<file path="config.mk">
export PLATFORM = sky130hd
export DESIGN_NAME = cc_timer_chan
export DESIGN_NICKNAME = d
export VERILOG_FILES = /design/src/rtl/cct_pkg.sv /design/src/rtl/cct_sync_edge.sv /design/src/rtl/cct_compare.sv /design/src/rtl/cct_flag.sv /design/src/rtl/cc_timer_chan.sv
export SDC_FILE = /design/constraint.sdc
export NUM_CORES = 1
export LEC_CHECK = 0
export BUFFER_PORTS_ARGS = -buffer_cell sky130_fd_sc_hd__buf_2
export CAP_MARGIN = 5
export CELL_PAD_IN_SITES_DETAIL_PLACEMENT = 1
export CELL_PAD_IN_SITES_GLOBAL_PLACEMENT = 1
export CORE_AREA = 2 2 72 74
export CTS_CLUSTER_DIAMETER = 60
export DETAILED_ROUTE_END_ITERATION = 8
export DIE_AREA = 0 0 74 76
export PLACE_DENSITY = 0.76
export SETUP_SLACK_MARGIN = 0.02
export SYNTH_ARGS = -nofsm -noshare
export SYNTH_HDL_FRONTEND = slang
export SYNTH_SLANG_ARGS = --single-unit
</file>
<file path="constraint.sdc">
create_clock -name clk -period 1.97 [get_ports clk]
set_input_delay 0.197 -clock clk [delete_from_list [all_inputs] [get_ports clk]]
set_output_delay 0.197 -clock clk [all_outputs]
set_load 0.01 [all_outputs]
</file>
<file path="src/rtl/cct_pkg.sv">
package cct_pkg;

    localparam int CFG_W = 7;

    typedef enum logic [1:0] {
        EDGE_NONE = 2'b00,
        EDGE_RISE = 2'b01,
        EDGE_FALL = 2'b10,
        EDGE_BOTH = 2'b11
    } edge_sel_e;

    typedef enum logic [1:0] {
        ACT_NONE = 2'b00,
        ACT_SET  = 2'b01,
        ACT_CLR  = 2'b10,
        ACT_TGL  = 2'b11
    } cmp_act_e;

    typedef struct packed {
        logic      reset_on_cap;
        logic      irq_en;
        cmp_act_e  act;
        edge_sel_e edge_sel;
        logic      cmp_mode;
    } chan_cfg_t;

    function automatic logic apply_act(input cmp_act_e a, input logic cur);
        case (a)
            ACT_SET:  return 1'b1;
            ACT_CLR:  return 1'b0;
            ACT_TGL:  return ~cur;
            default:  return cur;
        endcase
    endfunction

    function automatic logic edge_hit(input edge_sel_e s, input logic cur, input logic prev);
        case (s)
            EDGE_RISE: return cur & ~prev;
            EDGE_FALL: return ~cur & prev;
            EDGE_BOTH: return cur ^ prev;
            default:   return 1'b0;
        endcase
    endfunction

endpackage

</file>
<file path="src/rtl/cct_sync_edge.sv">
module cct_sync_edge
    import cct_pkg::*;
#(
    parameter int STAGES = 2
) (
    input  logic      clk,
    input  logic      rst,
    input  logic      pin_in,
    input  edge_sel_e edge_sel,
    output logic      edge_evt
);
    localparam int LAST = STAGES;

    logic [LAST:0] chain;

    always_ff @(posedge clk) begin
        if (rst) chain <= '0;
        else     chain <= {chain[LAST-1:0], pin_in};
    end

    assign edge_evt = edge_hit(edge_sel, chain[LAST-1], chain[LAST]);

endmodule

</file>
<file path="src/rtl/cct_compare.sv">
module cct_compare
    import cct_pkg::*;
#(
    parameter int CNT_W = 16
) (
    input  logic             clk,
    input  logic             rst,
    input  logic             active,
    input  cmp_act_e         act,
    input  logic [CNT_W-1:0] cnt_val,
    input  logic             cnt_en,
    input  logic [CNT_W-1:0] ref_val,
    output logic             match,
    output logic             pin_out
);
    assign match = active & cnt_en & (cnt_val == ref_val);

    always_ff @(posedge clk) begin
        if (rst)        pin_out <= 1'b0;
        else if (match) pin_out <= apply_act(act, pin_out);
    end

    p_stall_hold_r9: assert property (@(posedge clk) disable iff (rst)
        !cnt_en |=> $stable(pin_out));

    p_toggle_r5: assert property (@(posedge clk) disable iff (rst)
        (match && act == ACT_TGL) |=> (pin_out != $past(pin_out)));

endmodule

</file>
<file path="src/rtl/cct_flag.sv">
module cct_flag (
    input  logic clk,
    input  logic rst,
    input  logic set_evt,
    input  logic clr,
    output logic flag
);
    always_ff @(posedge clk) begin
        if (rst)          flag <= 1'b0;
        else if (set_evt) flag <= 1'b1;
        else if (clr)     flag <= 1'b0;
    end

    p_set_wins_r7: assert property (@(posedge clk) disable iff (rst)
        set_evt |=> flag);

    p_clear_r7: assert property (@(posedge clk) disable iff (rst)
        (clr && !set_evt) |=> !flag);

endmodule

</file>
<file path="src/rtl/cc_timer_chan.sv">
module cc_timer_chan
    import cct_pkg::*;
#(
    parameter int CNT_W       = 16,
    parameter int SYNC_STAGES = 2
) (
    input  logic             clk,
    input  logic             rst,
    input  logic [CNT_W-1:0] cnt_val,
    input  logic             cnt_en,
    input  logic             val_we,
    input  logic [CNT_W-1:0] val_wdata,
    input  logic             cfg_we,
    input  logic [6:0]       cfg_wdata,
    input  logic             flag_clr,
    input  logic             pin_in,
    output logic             pin_out,
    output logic [CNT_W-1:0] chan_val,
    output logic             chan_flag,
    output logic             irq,
    output logic             cnt_reset_req
);
    chan_cfg_t cfg;
    logic      edge_evt;
    logic      cap_evt;
    logic      match;

    always_ff @(posedge clk) begin
        if (rst) begin
            cfg           <= '0;
            chan_val      <= '0;
            cnt_reset_req <= 1'b0;
        end else begin
            if (cfg_we) cfg <= chan_cfg_t'(cfg_wdata);
            if (cap_evt)                    chan_val <= cnt_val;
            else if (val_we && cfg.cmp_mode) chan_val <= val_wdata;
            cnt_reset_req <= cap_evt & cfg.reset_on_cap;
        end
    end

    cct_sync_edge #(.STAGES(SYNC_STAGES)) u_sync (
        .clk      (clk),
        .rst      (rst),
        .pin_in   (pin_in),
        .edge_sel (cfg.edge_sel),
        .edge_evt (edge_evt)
    );

    assign cap_evt = edge_evt & ~cfg.cmp_mode;

    cct_compare #(.CNT_W(CNT_W)) u_cmp (
        .clk     (clk),
        .rst     (rst),
        .active  (cfg.cmp_mode),
        .act     (cfg.act),
        .cnt_val (cnt_val),
        .cnt_en  (cnt_en),
        .ref_val (chan_val),
        .match   (match),
        .pin_out (pin_out)
    );

    cct_flag u_flag (
        .clk     (clk),
        .rst     (rst),
        .set_evt (cap_evt | match),
        .clr     (flag_clr),
        .flag    (chan_flag)
    );

    assign irq = chan_flag & cfg.irq_en;

    p_capture_r2: assert property (@(posedge clk) disable iff (rst)
        cap_evt |=> (chan_val == $past(cnt_val)));

    p_wr_ignored_r3: assert property (@(posedge clk) disable iff (rst)
        (val_we && !cfg.cmp_mode && !cap_evt) |=> $stable(chan_val));

    p_req_value_r4: assert property (@(posedge clk) disable iff (rst)
        cnt_reset_req |-> (chan_val == $past(cnt_val)));

    p_irq_source_r8: assert property (@(posedge clk) disable iff (rst)
        $rose(irq) |-> ($rose(chan_flag) || $past(cfg_we)));

    p_cfg_no_pin_r6: assert property (@(posedge clk) disable iff (rst)
        (cfg_we && !match) |=> $stable(pin_out));

endmodule

</file>
; Yosys cells after proc, flatten, opt, wreduce, memory -nomap -nowiden
; Cells that the tools add are included.
; W data, S select, Z words.
[op_classes]
addsub = 0
n_mul = 0
div = 0
magnitude_cmp = 0
eq_ne = 7
shift = 0
n_mux = 6
bitwise_logic = 13
n_reduce_logical = 5
[ops]
columns = operator, count
row1 = $mux W16, 2
row2 = $eq A16 B16 Y1, 1
row3 = $eq A2 B2 Y1 const B, 4
row4 = $and A1 B1 Y1, 7
row5 = $pmux W1 S3, 2
row6 = $eq A2 B1 Y1 const B, 2
row7 = $not A1 Y1, 4
row8 = $reduce_bool A2 Y1, 2
row9 = $reduce_bool A3 Y1, 1
row10 = $mux W1, 2
row11 = $reduce_and A2 Y1, 1
row12 = $logic_and A1 B1 Y1, 1
row13 = $or A1 B1 Y1, 1
row14 = $xor A1 B1 Y1, 1
[totals]
register_bits = 29
latchBits = 0
mem_bits_rw = 0
romBits = 0
out_inout_bits = 20
mem_count = 0

; Logic depth before layout (Yosys ltp)
[logic_depth]
ltp_word = 6
mapped_depth = 9

; Modules after synthesis
; From an unflattened synthesis, not the netlist that was laid out.
[hier_totals]
hier_cells = 147
area_unflattened_um2 = 1425.1
[modules_own_cells]
columns = module, instances, cells_per_inst, area_each_um2, seq_area_each_um2
row1 = cc_timer_chan, 1, 99, 1019.7, 480.5
row2 = cct_compare, 1, 29, 231.5, 20.0
row3 = cct_sync_edge, 1, 15, 135.1, 60.1
row4 = cct_flag, 1, 4, 38.8, 20.0

; Worst setup path after synthesis
; No wires, ideal clock.
[synth_path]
path_kind = reg-to-reg
startpoint = reg u_sync.chain[1]
endpoint = reg chan_val[10]
arrival_ns = 1.414
required_time_ns = 1.838
setup_slack_ns = 0.424
path_stages_with_launch = 10
n_path_buf = 2
period_less_slack_ns = 1.546
path_cell_list = dfxtp_1 -> inv_1 -> ha_1 -> nor2b_4 -> o21ai_4 -> a21o_1 -> buf_6 -> buf_12 -> nand3_1 -> a21oi_1
[synth_between]
elab_chain_len = 5
word_cells_on_any_way = 8
[synth_rtl]
columns = element, line_no
row1 = "start, declared", cct_sync_edge.sv:14  ; logic [LAST:0] chain;
row2 = "start signal, assigned", cct_sync_edge.sv:18  ; else chain <= {chain[LAST-1:0], pin_in};
row3 = $not A1 Y1, cct_pkg.sv:39  ; EDGE_FALL: return ~cur & prev;
row4 = $and A1 B1 Y1, cct_pkg.sv:39
row5 = $pmux W1 S3 (*), cct_pkg.sv:37  ; case (s)
row6 = $and A1 B1 Y1 (*), cc_timer_chan.sv:49  ; assign cap_evt = edge_evt & ~cfg.cmp_mode;
row7 = $mux W16 or $reduce_bool A2 Y1 (tied branches), --
row8 = "end signal, assigned", cc_timer_chan.sv:35  ; if (cap_evt) chan_val <= cnt_val;
row9 = "end signal, assigned", cc_timer_chan.sv:36  ; else if (val_we && cfg.cmp_mode) chan_val <= val_wdata;
row10 = "end, declared", cc_timer_chan.sv:18  ; output logic [CNT_W-1:0] chan_val,
; Mark *: on every way between the ends. The rest lies on a longest branch, timed or not.
; A chain may end at the register's enable or synchronous reset.

; Worst setup path after layout
[layout_path]
startpoint = reg u_sync.chain[1]
endpoint = reg chan_val[6]
; The elaborated chain is that of the path after synthesis.

==> results.rst <==
.. list-table::
   :header-rows: 1

   * - Metric
     - Value
   * - Critical path startpoint category
     - flop
   * - Maximum clock skew at final layout
     - roughly 0.0053 ns
   * - Layout net count
     - 259
   * - Nets in the synthesized netlist
     - 195
   * - Ratio of final minimum period to clock period
     - a little under nine tenths
   * - Layout cells sized above 1
     - 38.2%
   * - Number of global-route vias before repair
     - roughly 1400
   * - Filler cell count in the final layout
     - 594
   * - Total instance count after detailed placement
     - 272
   * - Sequential fraction of design power
     - 43.8%
   * - Effective utilization at floorplan
     - 28.5%
   * - Setup TNS
     - 0 ns
   * - Power Internal
     - ~1.1 mW
   * - Post-synth cell types
     - 30
   * - RSZ-0062 raised after global routing
     - false
   * - Netlist area before placement
     - 1400 um^2
   * - Run status
     - complete, no violations
   * - Syn_area_per_cell
     - 9.53 um^2
   * - Hold Buf Count CTS
     - 0
   * - Synthesis-to-finish area growth
     - 34.6%
   * - Routed via count
     - 1316
   * - Wire length reported by the detailed router
     - ~3900 um
   * - Post-synthesis sequential area ratio
     - 41.4%
   * - Peak supply drop
     - 0.282 mV
   * - Number of setup violations in the final report
     - 0
   * - Largest net degree at the start of global routing
     - 30
   * - Synth Instances
     - 147
   * - First-pass GRT wire length
     - roughly 6400 um
   * - Final Cell Area
     - 1890 um^2
   * - Net load switching power
     - 334 uW
   * - Flip-flop and latch count after synthesis
     - 29
   * - Remaining global-route overflow
     - 0
   * - Per-cell routed wire length
     - 13.9 um
   * - Number of standard cells in the layout, taps in and fillers out
     - 282
   * - First-pass detailed-route iteration total
     - 4
   * - Clock latency on the worst-skew pair
     - between 0.2 and 0.3 ns
   * - Max cap viols
     - 0
   * - Relative max-transition margin
     - 57.2%
   * - GRT Resource Usage Total
     - 14.6%
   * - Category of the critical setup timing path
     - flop to flop
   * - Combinational share of power
     - 12.1%
   * - Global placement routability congestion
     - 0.686
   * - Core footprint
     - 4910 um^2
   * - Data arrival, critical path
     - 1.89 ns
   * - Clock period minus final worst setup slack
     - 1.68 ns
   * - I/O pin total
     - 66
   * - Placement-stage cell area
     - roughly 1700 um^2
   * - CTS tree
     - built
   * - Number of H-tree levels
     - 2
   * - DRT iter0 DRCs
     - 29
   * - DRC violations left
     - 0
   * - Worst min-delay path class
     - input port to flop
   * - Antenna Cells
     - 0
   * - Clock-pin slew of the registers on the worst-case setup and hold paths
     - 0.06 ns
   * - Power density over the cells
     - 765 nW/um^2
   * - Max Transition Viols Final
     - 0
   * - Total of warnings raised by yosys
     - 0
   * - Switching share of power
     - 23.1%
   * - Least-Margin Pin Slew
     - between 0.6 and 0.7 ns
   * - DIE AREA
     - 5620 um^2
   * - Clock root buffer
     - clkbuf_8
   * - Num CTS Buffers
     - 5
   * - Crit path capture type
     - flop
   * - Via-to-Cell Ratio
     - 4.67
   * - Part of the total power dissipated in the clock network
     - 44.1%
   * - Highest fanout seen on the critical path
     - 17
   * - Antenna Nets Post-Route
     - 0
   * - HPWL Detailed
     - 2910 um
   * - Max Fclk
     - 595 MHz
   * - PortBufs
     - 65
   * - Leakage power of the design
     - just under 0.8 nW
   * - CTS sink cnt
     - 29
   * - Number of endpoints with negative hold slack in the final report
     - 0
   * - Die Width
     - 74 um
   * - Number of antenna violations at the first check in global routing
     - 0
   * - Required @ worst endpoint
     - about 2.2 ns
   * - Die Span Y
     - approximately 76 um
   * - Maximum buffer depth of the clock tree
     - 2
   * - Row count
     - 26
==> routing by layer <==
layer / up-vias / share of wire [%] / global-route usage (%)
li1: 655 / - / -
met1: 610 / 41 / 16.2
met2: 44 / 52 / 26.2
met3: 7 / 6.0 / 3.70
met4: 0 / 1.4 / 4.91
met5: - / 0 / 0
==> layout by cell type, fill, tap and decap left out, drive strengths merged <==
| cell type | count |
|---|---|
| buf | 67 |
| dfxtp | 29 |
| a21oi | 18 |
| nand3 | 17 |
| a22oi | 16 |
| xnor2 | 13 |
| nor2 | 9 |
| mux2i | 7 |
| clkbuf | 7 |
| inv | 4 |
| nand4 | 4 |
| nor2b | 4 |
| xor2 | 3 |
| and2 | 2 |
| ha | 2 |
| nor3 | 1 |
| nor4 | 1 |
| o21ai | 1 |
| nand3b | 1 |
| a221oi | 1 |
| a31o | 1 |
| a21o | 1 |
| nand2 | 1 |
| nor3b | 1 |
| bufinv | 1 |
==> metrics by stage <==
stage                     worst slack, ns  util, %  hold WS [ns]  total power [mW]
after global placement              0.155     35.5         0.431             0.817
after CTS                          0.0628     37.8         0.148              1.46
after detailed placement           0.0757     35.5         0.433             0.821
after floorplan                     0.424        -         0.325             0.738
after global routing                0.125     38.4         0.143              1.51
final                               0.290     38.4         0.152              1.44
==> synthesized netlist by cell type <==
library cell	number	share of area, %
a21o_1	1	0.54
a21oi_1	17	6.1
a21oi_4	1	1.2
a221oi_1	1	0.63
a22oi_1	16	8.6
a31o_1	1	0.63
and2_1	2	0.89
buf_12	1	1.4
buf_2	2	0.71
buf_6	2	1.6
clkbuf_1	4	1.1
clkbuf_2	1	0.36
dfxtp_1	29	41
ha_1	2	1.8
inv_1	4	1.1
mux2i_1	7	5.0
nand2_1	1	0.27
nand3_1	16	5.7
nand3_2	1	0.71
nand3b_1	1	0.54
nand4_1	4	1.8
nor2_1	9	2.4
nor2b_1	3	1.3
nor2b_4	1	0.98
nor3_1	1	0.36
nor3b_2	1	0.89
nor4_2	1	0.89
o21ai_4	1	1.2
xnor2_1	13	8.1
xor2_1	3	1.9
==> worst max-delay path, stage by stage (launching register included) <==
cell     delay [ns]
dfxtp_1        0.33
inv_1          0.06
ha_1           0.33
nor2b_4        0.06
o21ai_4        0.18
a21o_2         0.37
nand3_1        0.12
a21oi_1        0.17
==> registers in the layout, summed over array words and instances, names as in the netlist <==
name,count
chan_val,16
cfg,7
u_sync.chain,3
cnt_reset_req,1
u_cmp.pin_out,1
u_flag.flag,1
==> power groups by stage <==
stage / Clock [mW] / Combinational (mW) / Sequential (mW)
5_1_grt: 0.674 / 0.196 / 0.636
3_5_place_dp: 0 / 0.176 / 0.645
6_report: 0.637 / 0.175 / 0.632
4_1_cts: 0.652 / 0.177 / 0.633
3_3_place_gp: 0 / 0.173 / 0.644
2_1_floorplan: 0 / 0.0907 / 0.647
==> what timing repair did <==
item,in CTS,in global routing
buffers inserted,0,2
resized for setup,0,1
endpoints found under the setup margin,0,16
==> logic make-up (layout without fill, tap and decap cells) <==
| kind of cell | after synthesis | after routing | synth area share [%] |
|---|---|---|---|
| buffers and inverters | 14 | 79 | 6.25 |
| AOI/OAI and AO/OA | 38 | 38 | 18.8 |
| xor gates and xnor gates | 16 | 16 | 10.0 |
| adders and majority gates | 2 | 2 | 1.79 |
| DFF | 29 | 29 | 41.4 |
| and+or+nand+nor | 41 | 41 | 16.8 |
| muxes | 7 | 7 | 5.00 |
==> area by class of cell <==
type / instances / area, um^2 / share of cell area [%]
clock buffers: 7 / 86.3 / 4.58
clock inverters: 1 / 30.0 / 1.59
inverters: 4 / 15.0 / 0.796
multi-input cells: 104 / 734 / 38.9
flip-flops and latches: 29 / 581 / 30.8
well taps: 70 / 87.6 / 4.64
repair buffers: 67 / 353 / 18.7
==> final timing paths <==
check                   from              end  slack [ns]  cells after the start
max          u_sync.chain[1]      chan_val[6]        0.29                      7
max reg2reg  u_sync.chain[1]      chan_val[6]        0.29                      7
min                   pin_in  u_sync.chain[0]        0.15                      2
min reg2reg  u_sync.chain[0]  u_sync.chain[1]        0.45                      1
No activity file was read; power rests on OpenSTA's default activity.
